===== config.mk =====
export PLATFORM = sky130hd
export DESIGN_NAME = cmp_timer
export DESIGN_NICKNAME = d
export VERILOG_FILES = /design/src/rtl/cmp_timer_pkg.sv /design/src/rtl/cmp_timer_counter.sv /design/src/rtl/cmp_timer_match.sv /design/src/rtl/cmp_timer_regs.sv /design/src/rtl/cmp_timer.sv
export SDC_FILE = /design/constraint.sdc
export NUM_CORES = 1
export LEC_CHECK = 0
export CORE_MARGIN = 3
export CORE_UTILIZATION = 48
export CTS_CLUSTER_SIZE = 40
export DETAILED_ROUTE_END_ITERATION = 12
export DONT_BUFFER_PORTS = 1
export GPL_ROUTABILITY_DRIVEN = 0
export REMOVE_ABC_BUFFERS = 1
export SLEW_MARGIN = 0
export SYNTH_ARGS = -nofsm -noshare
export SYNTH_HDL_FRONTEND = slang
export SYNTH_SLANG_ARGS = --single-unit

===== constraint.sdc =====
create_clock -name clk -period 6.94 [get_ports clk]
set_clock_uncertainty 0.05 [all_clocks]
set_input_delay 1.041 -clock clk [delete_from_list [all_inputs] [get_ports clk]]
set_output_delay 1.041 -clock clk [all_outputs]
set_load 0.05 [all_outputs]

===== src/rtl/cmp_timer_pkg.sv =====
package cmp_timer_pkg;

  localparam int ADDR_W = 3;

  typedef enum logic [ADDR_W-1:0] {
    REG_CTRL   = 3'd0,
    REG_CMP_LO = 3'd1,
    REG_CMP_HI = 3'd2,
    REG_TVAL   = 3'd3,
    REG_FREQ   = 3'd4,
    REG_CNT_LO = 3'd5,
    REG_CNT_HI = 3'd6,
    REG_NONE   = 3'd7
  } reg_addr_e;

  localparam int CTRL_EN_BIT   = 0;
  localparam int CTRL_MASK_BIT = 1;
  localparam int CTRL_STAT_BIT = 2;

endpackage


===== src/rtl/cmp_timer_counter.sv =====
module cmp_timer_counter #(
  parameter int          CNT_W      = 64,
  parameter int          FREQ_W     = 32,
  parameter logic [31:0] FREQ_RESET = 32'h0180_0000
) (
  input  logic              clk,
  input  logic              rst,
  input  logic              tick_en,
  input  logic              freq_we,
  input  logic [FREQ_W-1:0] freq_wdata,
  output logic [FREQ_W-1:0] freq_q,
  output logic [CNT_W-1:0]  count_eff
);

  localparam logic [FREQ_W-1:0] FREQ_INIT = FREQ_W'(FREQ_RESET);

  logic [CNT_W-1:0] cnt_q;
  logic             run;

  assign run = tick_en && (freq_q != '0);

  always_ff @(posedge clk) begin
    if (rst) begin
      freq_q <= FREQ_INIT;
    end else if (freq_we) begin
      freq_q <= freq_wdata;
    end
  end

  always_ff @(posedge clk) begin
    if (rst) begin
      cnt_q <= '0;
    end else if (run) begin
      cnt_q <= cnt_q + CNT_W'(1);
    end
  end

  // The count is treated as switched off while the frequency register is zero.
  assign count_eff = (freq_q == '0) ? '0 : cnt_q;

  assert_count_step_R8: assert property (@(posedge clk) disable iff (rst)
    (tick_en && freq_q != '0) |=> (cnt_q == $past(cnt_q) + CNT_W'(1)));

  assert_count_hold_R9: assert property (@(posedge clk) disable iff (rst)
    (!tick_en || freq_q == '0) |=> $stable(cnt_q));

endmodule


===== src/rtl/cmp_timer_match.sv =====
module cmp_timer_match #(
  parameter int CNT_W = 64
) (
  input  logic             clk,
  input  logic             rst,
  input  logic [CNT_W-1:0] count_eff,
  input  logic [CNT_W-1:0] cmp_q,
  input  logic             en,
  input  logic             mask,
  output logic             status,
  output logic             irq_q
);

  logic due;

  // Full-width unsigned comparison.
  assign due    = (count_eff >= cmp_q);
  assign status = en && due;

  always_ff @(posedge clk) begin
    if (rst) begin
      irq_q <= 1'b0;
    end else begin
      irq_q <= status && !mask;
    end
  end

  assert_irq_needs_unmasked_R7: assert property (@(posedge clk) disable iff (rst)
    irq_q |-> ($past(en) && !$past(mask)));

  assert_disabled_quiet_R6: assert property (@(posedge clk) disable iff (rst)
    !en |=> !irq_q);

endmodule


===== src/rtl/cmp_timer_regs.sv =====
module cmp_timer_regs
  import cmp_timer_pkg::*;
#(
  parameter int CNT_W  = 64,
  parameter int DATA_W = 32
) (
  input  logic              clk,
  input  logic              rst,
  input  logic              bus_wr,
  input  logic              bus_rd,
  input  logic [ADDR_W-1:0] bus_addr,
  input  logic [DATA_W-1:0] bus_wdata,
  input  logic [CNT_W-1:0]  count_eff,
  input  logic [DATA_W-1:0] freq_q,
  input  logic              status,
  output logic              en_q,
  output logic              mask_q,
  output logic [CNT_W-1:0]  cmp_q,
  output logic              freq_we,
  output logic [DATA_W-1:0] freq_wdata,
  output logic [DATA_W-1:0] bus_rdata
);

  localparam int HI_W  = CNT_W - DATA_W;
  localparam int EXT_W = CNT_W - DATA_W;

  reg_addr_e        addr;
  logic [CNT_W-1:0] rel_ext;
  logic [CNT_W-1:0] remain;
  logic [DATA_W-1:0] rd_next;

  assign addr    = reg_addr_e'(bus_addr);
  assign rel_ext = {{EXT_W{bus_wdata[DATA_W-1]}}, bus_wdata};
  assign remain  = cmp_q - count_eff;

  assign freq_we    = bus_wr && (addr == REG_FREQ);
  assign freq_wdata = bus_wdata;

  always_ff @(posedge clk) begin
    if (rst) begin
      en_q   <= 1'b0;
      mask_q <= 1'b0;
      cmp_q  <= '0;
    end else if (bus_wr) begin
      case (addr)
        REG_CTRL: begin
          en_q   <= bus_wdata[CTRL_EN_BIT];
          mask_q <= bus_wdata[CTRL_MASK_BIT];
        end
        REG_CMP_LO: cmp_q[DATA_W-1:0]     <= bus_wdata;
        REG_CMP_HI: cmp_q[CNT_W-1:DATA_W] <= bus_wdata[HI_W-1:0];
        REG_TVAL:   cmp_q                 <= count_eff + rel_ext;
        default: ;
      endcase
    end
  end

  always_comb begin
    rd_next = '0;
    case (addr)
      REG_CTRL: begin
        rd_next[CTRL_EN_BIT]   = en_q;
        rd_next[CTRL_MASK_BIT] = mask_q;
        rd_next[CTRL_STAT_BIT] = status;
      end
      REG_CMP_LO: rd_next = cmp_q[DATA_W-1:0];
      REG_CMP_HI: rd_next = DATA_W'(cmp_q[CNT_W-1:DATA_W]);
      REG_TVAL:   rd_next = remain[DATA_W-1:0];
      REG_FREQ:   rd_next = freq_q;
      REG_CNT_LO: rd_next = count_eff[DATA_W-1:0];
      REG_CNT_HI: rd_next = DATA_W'(count_eff[CNT_W-1:DATA_W]);
      default:    rd_next = '0;
    endcase
  end

  always_ff @(posedge clk) begin
    if (rst) begin
      bus_rdata <= '0;
    end else if (bus_rd) begin
      bus_rdata <= rd_next;
    end
  end

  assert_tval_load_R5: assert property (@(posedge clk) disable iff (rst)
    (bus_wr && addr == REG_TVAL) |=> (cmp_q == $past(count_eff) + $past(rel_ext)));

  assert_ctrl_upper_zero_R2: assert property (@(posedge clk) disable iff (rst)
    (bus_rd && addr == REG_CTRL) |=> (bus_rdata[DATA_W-1:CTRL_STAT_BIT+1] == '0));

  assert_spare_read_zero_R11: assert property (@(posedge clk) disable iff (rst)
    (bus_rd && addr == REG_NONE) |=> (bus_rdata == '0));

endmodule


===== src/rtl/cmp_timer.sv =====
module cmp_timer
  import cmp_timer_pkg::*;
#(
  parameter int          CNT_W      = 64,
  parameter int          DATA_W     = 32,
  parameter logic [31:0] FREQ_RESET = 32'h0180_0000
) (
  input  logic              clk,
  input  logic              rst,
  input  logic              tick_en,
  input  logic              bus_wr,
  input  logic              bus_rd,
  input  logic [ADDR_W-1:0] bus_addr,
  input  logic [DATA_W-1:0] bus_wdata,
  output logic [DATA_W-1:0] bus_rdata,
  output logic              irq
);

  logic [DATA_W-1:0] freq_q;
  logic [DATA_W-1:0] freq_wdata;
  logic              freq_we;
  logic [CNT_W-1:0]  count_eff;
  logic [CNT_W-1:0]  cmp_q;
  logic              en_q;
  logic              mask_q;
  logic              status;

  cmp_timer_counter #(
    .CNT_W      (CNT_W),
    .FREQ_W     (DATA_W),
    .FREQ_RESET (FREQ_RESET)
  ) i_counter (
    .clk        (clk),
    .rst        (rst),
    .tick_en    (tick_en),
    .freq_we    (freq_we),
    .freq_wdata (freq_wdata),
    .freq_q     (freq_q),
    .count_eff  (count_eff)
  );

  cmp_timer_regs #(
    .CNT_W  (CNT_W),
    .DATA_W (DATA_W)
  ) i_regs (
    .clk        (clk),
    .rst        (rst),
    .bus_wr     (bus_wr),
    .bus_rd     (bus_rd),
    .bus_addr   (bus_addr),
    .bus_wdata  (bus_wdata),
    .count_eff  (count_eff),
    .freq_q     (freq_q),
    .status     (status),
    .en_q       (en_q),
    .mask_q     (mask_q),
    .cmp_q      (cmp_q),
    .freq_we    (freq_we),
    .freq_wdata (freq_wdata),
    .bus_rdata  (bus_rdata)
  );

  cmp_timer_match #(
    .CNT_W (CNT_W)
  ) i_match (
    .clk       (clk),
    .rst       (rst),
    .count_eff (count_eff),
    .cmp_q     (cmp_q),
    .en        (en_q),
    .mask      (mask_q),
    .status    (status),
    .irq_q     (irq)
  );

  assert_irq_due_R10: assert property (@(posedge clk) disable iff (rst)
    irq |-> ($past(count_eff) >= $past(cmp_q)));

endmodule


* Yosys cells after proc, flatten, opt, wreduce, memory -nomap -nowiden
Cells that the tools add are included.
Storage, ports and cells: register bits after elaboration 195, input port bits 40, output and inout port bits 33
Operators by class: $add $sub $neg 3, order comparisons 1, equality and inequality tests 6, mux-type cells 5, reduce and logical (&&, ||, !) cells 13
Operators with widths (number):
- case mux 29 bit (6 select lines) | 1
- case mux 32 bit (2 select lines) | 2
- adder 64 x 1 -> 64 bit (second input constant) | 1
- adder 64 bit | 1
- >= comparator 64 bit | 1
- two-way mux 64 bit | 1
- logical NOT 32 bit | 1
- nonzero test 32 bit | 1
- subtractor 32 bit | 1
- case mux 3 bit (7 select lines) | 1
- equality test 3 bit (second input constant) | 3
- equality test 3 x 2 -> 1 bit (second input constant) | 2
- AND reduction 2 bit | 3
- logical AND 1 bit | 4
- nonzero test 2 bit | 2
- equality test 3 x 1 -> 1 bit (second input constant) | 1
- logical NOT 3 bit | 1
- logical NOT 1 bit | 1

* Longest topological paths before layout
word-level depth 5, gate-level depth with buffers 21

* Hierarchy
A second synthesis with hierarchy kept.
Second synthesis, totals: cells, all modules 2335, area total of the unflattened synthesis 17525.6 µm²
Modules (own cells, without submodules):
- cmp_timer_regs | instances 1, cells an instance 1512, area each 10884.2 µm²
- cmp_timer_counter | instances 1, cells an instance 593, area each 4977.3 µm²
- cmp_timer_match | instances 1, cells an instance 230, area each 1664.1 µm²

* Least setup slack after synthesis
OpenSTA, ideal clock, no wires.
path type register -> register, start register i_counter.freq_q[24], end register i_regs.cmp_q[63], data arrival time 4.105 ns, path slack 2.694 ns, stages on the path, launching flop included 21, period minus slack after synthesis 4.246 ns, cell sequence dfxtp_1 > nor4_1 > nand4_1 > or2_0 > clkbuf_1 > clkbuf_1 > clkbuf_1 > clkbuf_1 > and2_1 > ha_1 > a21o_1 > a21o_1 > a211oi_1 > o211ai_1 > a211oi_2 > nor2_1 > a211o_1 > a21oi_1 > xor2_1 > or3_1 > a311oi_1
Between the ends: cells in the longest elaborated chain, start to end 4
Ends and longest elaborated chain:
- start: declaration | RTL line cmp_timer_counter.sv:11 | output logic [FREQ_W-1:0] freq_q,
- start signal: assignment | RTL line cmp_timer_counter.sv:26 | freq_q <= freq_wdata;
- logical NOT 32 bit | RTL line cmp_timer_counter.sv:39 | assign count_eff = (freq_q == '0) ? '0 : cnt_q;
- two-way mux 64 bit | RTL line cmp_timer_counter.sv:39
- adder 64 bit | RTL line cmp_timer_regs.sv:52 | REG_TVAL: cmp_q <= count_eff + rel_ext;
- case mux 32 bit (2 select lines) | RTL line cmp_timer_regs.sv:45 | case (addr)
- end signal: indexed assignment | RTL line cmp_timer_regs.sv:50 | REG_CMP_LO: cmp_q[DATA_W-1:0] <= bus_wdata;
- end signal: indexed assignment | RTL line cmp_timer_regs.sv:51 | REG_CMP_HI: cmp_q[CNT_W-1:DATA_W] <= bus_wdata[HI_W-1:0];
- end signal: assignment | RTL line cmp_timer_regs.sv:52
- end: declaration | RTL line cmp_timer_regs.sv:18 | output logic [CNT_W-1:0] cmp_q,
Every way passes these cells. A chain may end at the register's enable or synchronous reset.

* Final worst setup path
start register i_counter.freq_q[31], end register i_regs.bus_rdata[31]
Between the ends: cells in the longest elaborated chain, start to end 4
Ends and longest elaborated chain:
- logical NOT 32 bit | RTL line cmp_timer_counter.sv:39
- two-way mux 64 bit | RTL line cmp_timer_counter.sv:39
- subtractor 32 bit | RTL line cmp_timer_regs.sv:34 | assign remain = cmp_q - count_eff;
- case mux 29 bit (6 select lines) * | RTL line cmp_timer_regs.sv:60 | case (addr)
- end signal: assignment | RTL line cmp_timer_regs.sv:80 | bus_rdata <= rd_next;
- end: declaration | RTL line cmp_timer_regs.sv:21 | output logic [DATA_W-1:0] bus_rdata
Every way passes the cells marked *; elsewhere a longest branch is shown, timed or not.

==> flow_summary.toml <==
[outcome]
status = "complete, no violations"

[routing]
wire_per_inst_um = 23.3
drtAntennaViolNets = 0
detail_route.vias_per_cell = 6.30
routed-via-count = 16100
drt_iter0_markers = 1401
wirelength_mm = 59.4
dr.pass1.iters = 5
drcViolationCount = 0

[run]
maxCapViolations = 0

[setup_path]
reg2reg_to = "i_regs.bus_rdata[31]$_SDFFE_PP0P_"
reg2reg_from = "i_counter.freq_q[31]$_SDFFE_PP0P_"
cp-startpoint = "i_counter.freq_q[31]$_SDFFE_PP0P_"
crit_path_end = "i_regs.bus_rdata[31]$_SDFFE_PP0P_"
worstSetupEndpointType = "flop"
worstPathCellList = "nor4_1, nand4_1, or2_2, nand2_1, inv_1, ha_1, nor2b_1, o31ai_1, nand2_1, a211oi_1, o21ai_1, and2_1, a221oi_2, o21ai_0, xor2_1, a21oi_1, a211oi_1"
rr_worst_depth = 17
critPathRequiredTime_ps = 7270
rrSetupSlack_ps = 1300
crit_fanout = 36
cp_slowest_stage_delay_ps = 690
slowest_stage = "or2_2"
cp.arrival_ps = 5970
path_class = "flop to flop"
start_kind = "flop"

[finish]
area_growth_pct = 4.65
final_cells = 2552
final_nets = 2298
final_util_pct = 51.5
final_common_cell = "nand2_1"
n_antenna_cell = 0
layout_common_cells = "nand2_1 (297), a21oi_1 (206), nor2_1 (206)"
layout-drive-gt1-share_pct = 4.08

[yosys]
synth_ff_type = "dfxtp_1"
synth-edff-count = 0
ys_warn_count = 0
syn_inst = 2189
synthArstFlopShare_pct = 0
syn_area_um2 = 16200
ys_types = 85
ys_ff_latch = 195
postSynthAreaPerCell_um2 = 7.39
seq_area_frac_synth_pct = 24.1

[clock_network]
ctsResizeCount = 0
clock_latency_ps = 470
cts_num_sinks = 195
cts_tree = "done"
cts_root_buf = "clkbuf_16"
cts.htree.levels = 4
holdBufCountCts = 0
clk_pin_slew_ps = 90
numCtsBuffers = 17
cts_setup_buffers = 0
cts_buffer_depth = 2

[floorplan]
coreArea_um2 = 32900
ios = 73
row_count = 66
dieHeight_um = 190
start_util_pct = 49.2
die_area_um2 = 36000
die_w_um = 190

[timing]
period_needed_ps = 5640
rsz0062_at_grt = "no"
worst_pin_slew_ps = 1370
finalCritPeriodShare_pct = 81.3
worst_slack_ps = 1300
slew-limit-headroom_pct = 8.30
setup_viol = 0
maxClockFrequency_mhz = 177
hold_viol = 0
final_max_slew_viol_count = 0
fin_setup_tns_ps = 0

[min_path]
hold_class = "flop to flop"

[placed_design]
portBuffers = 0
place_ws_ps = 1540
hpwl_mm = 44.5
place_inst = 2520

[grt]
grt_max_degree = 202
antenna_found_initial = 1
globalRouteOverflowTotal = 0
grt_use_total_pct = 32.6
grt_pass1_vias = 15500
grt_pass1_wl_mm = 91.1

[power]
cellLeakagePower_nw = 7.04
power.density_nw_per_um2 = 158
irDropWorstVdd_v = 0.000204
-- kinds of logic after synthesis --
logic type | synth area share [%]
compound gates | 27.9
simple gates | 22.2
mux | 0.255
fa+ha+maj | 12.5
buf+inv | 5.90
flops | 24.1
xor+xnor | 7.14
-- flip-flops by register name, summed over array words and instances, names as in the netlist --
signal,flops
i_regs.en_q,1
i_regs.bus_rdata,32
i_regs.cmp_q,64
i_match.irq_q,1
i_counter.cnt_q,64
i_counter.freq_q,32
i_regs.mask_q,1
-- layer usage --
| metal | vias to the layer above | GRT usage (%) | part of all wire, % | routed length, µm |
|---|---|---|---|---|
| met5 | - | 0 | 0.020 | 12 |
| met3 | 180 | 8.26 | 8.4 | 5020 |
| met2 | 673 | 51.9 | 45 | 26500 |
| li1 | 7630 | - | - | - |
| met1 | 7586 | 41.5 | 41 | 24700 |
| met4 | 2 | 15.7 | 5.5 | 3260 |
-- through the flow --
step / cell area (µm²) / power, mW / hold WS (ps)
final: 16900 / 2.68 / 424
after global routing: 16900 / 2.79 / 435
after CTS: 16900 / 2.69 / 420
after detailed placement: 16400 / 1.70 / 409
after global placement: 16400 / 1.70 / 405
after floorplan: 15700 / 1.56 / 369
-- worst max-delay path, delay by kind of cell (launching register included) --
kind / cells / cell delay (ps)
XOR/XNOR: 1 / 160
AO/OA/AOI/OAI: 7 / 1900
buffers and inverters: 1 / 130
adder cells (fa/ha/maj): 1 / 310
AND/OR/NAND/NOR: 7 / 2610
flip-flops: 1 / 340
-- how the worst min path moves through the flow --
stage / depth (start not counted) / start / endpoint / slack, ps
floorplan: 1 / i_regs.mask_q$_SDFFE_PP0P_ / i_match.irq_q$_SDFF_PP0_ / 370
global placement: 2 / i_counter.freq_q[28]$_SDFFE_PP0P_ / i_counter.freq_q[28]$_SDFFE_PP0P_ / 400
detailed placement: 2 / i_regs.cmp_q[31]$_SDFFE_PP0P_ / i_regs.cmp_q[31]$_SDFFE_PP0P_ / 410
CTS: 2 / i_regs.cmp_q[31]$_SDFFE_PP0P_ / i_regs.cmp_q[31]$_SDFFE_PP0P_ / 420
global route: 2 / i_counter.freq_q[8]$_SDFFE_PP0P_ / i_counter.freq_q[8]$_SDFFE_PP0P_ / 440
finish: 2 / i_counter.freq_q[28]$_SDFFE_PP0P_ / i_counter.freq_q[28]$_SDFFE_PP0P_ / 420
-- synth_stat cells (5+ instances only) --
master | count | area share, %
o21ai_1 | 8 | 0.25
o22ai_1 | 8 | 0.31
nand2b_1 | 20 | 0.77
a21o_1 | 68 | 3.2
a221oi_1 | 39 | 2.1
o21ai_0 | 95 | 2.9
a211oi_2 | 5 | 0.39
o31ai_1 | 6 | 0.28
nand2_1 | 297 | 6.9
a22oi_1 | 47 | 2.2
o21a_1 | 15 | 0.70
and2_1 | 46 | 1.8
buf_1 | 5 | 0.12
nand4_1 | 29 | 1.1
and4_1 | 8 | 0.43
nor3_1 | 24 | 0.74
xor2_1 | 83 | 4.5
dfxtp_1 | 195 | 24
nand3_1 | 61 | 1.9
o221ai_1 | 16 | 0.87
or3_1 | 16 | 0.62
o211ai_1 | 14 | 0.65
a211oi_1 | 32 | 1.5
ha_1 | 159 | 12
a21oi_1 | 206 | 6.4
a311oi_1 | 28 | 1.5
and3_1 | 20 | 0.77
nand3b_1 | 5 | 0.23
nor2_1 | 208 | 4.8
o21bai_1 | 14 | 0.65
xnor2_1 | 49 | 2.7
a31oi_1 | 10 | 0.39
buf_2 | 10 | 0.31
clkbuf_1 | 110 | 2.6
nor4_1 | 9 | 0.35
nor2b_1 | 24 | 0.93
inv_1 | 123 | 2.9
-- power breakdown --
group	switching, mW	total [mW]	internal, mW
clock network	0.522	0.992	0.470
registers	0.0517	1.20	1.15
logic	0.308	0.492	0.184
total	0.882	2.68	1.80
-- layout make-up --
type	instances	area, µm²
Clock buffer	17	425
Multi-Input combinational cell	1744	11400
Fill cell	3373	15900
Tap cell	442	553
Clock inverter	15	124
Timing Repair Buffer	15	113
Inverter	124	465
Sequential cell	195	3900
(Power assumes the default switching activity.)
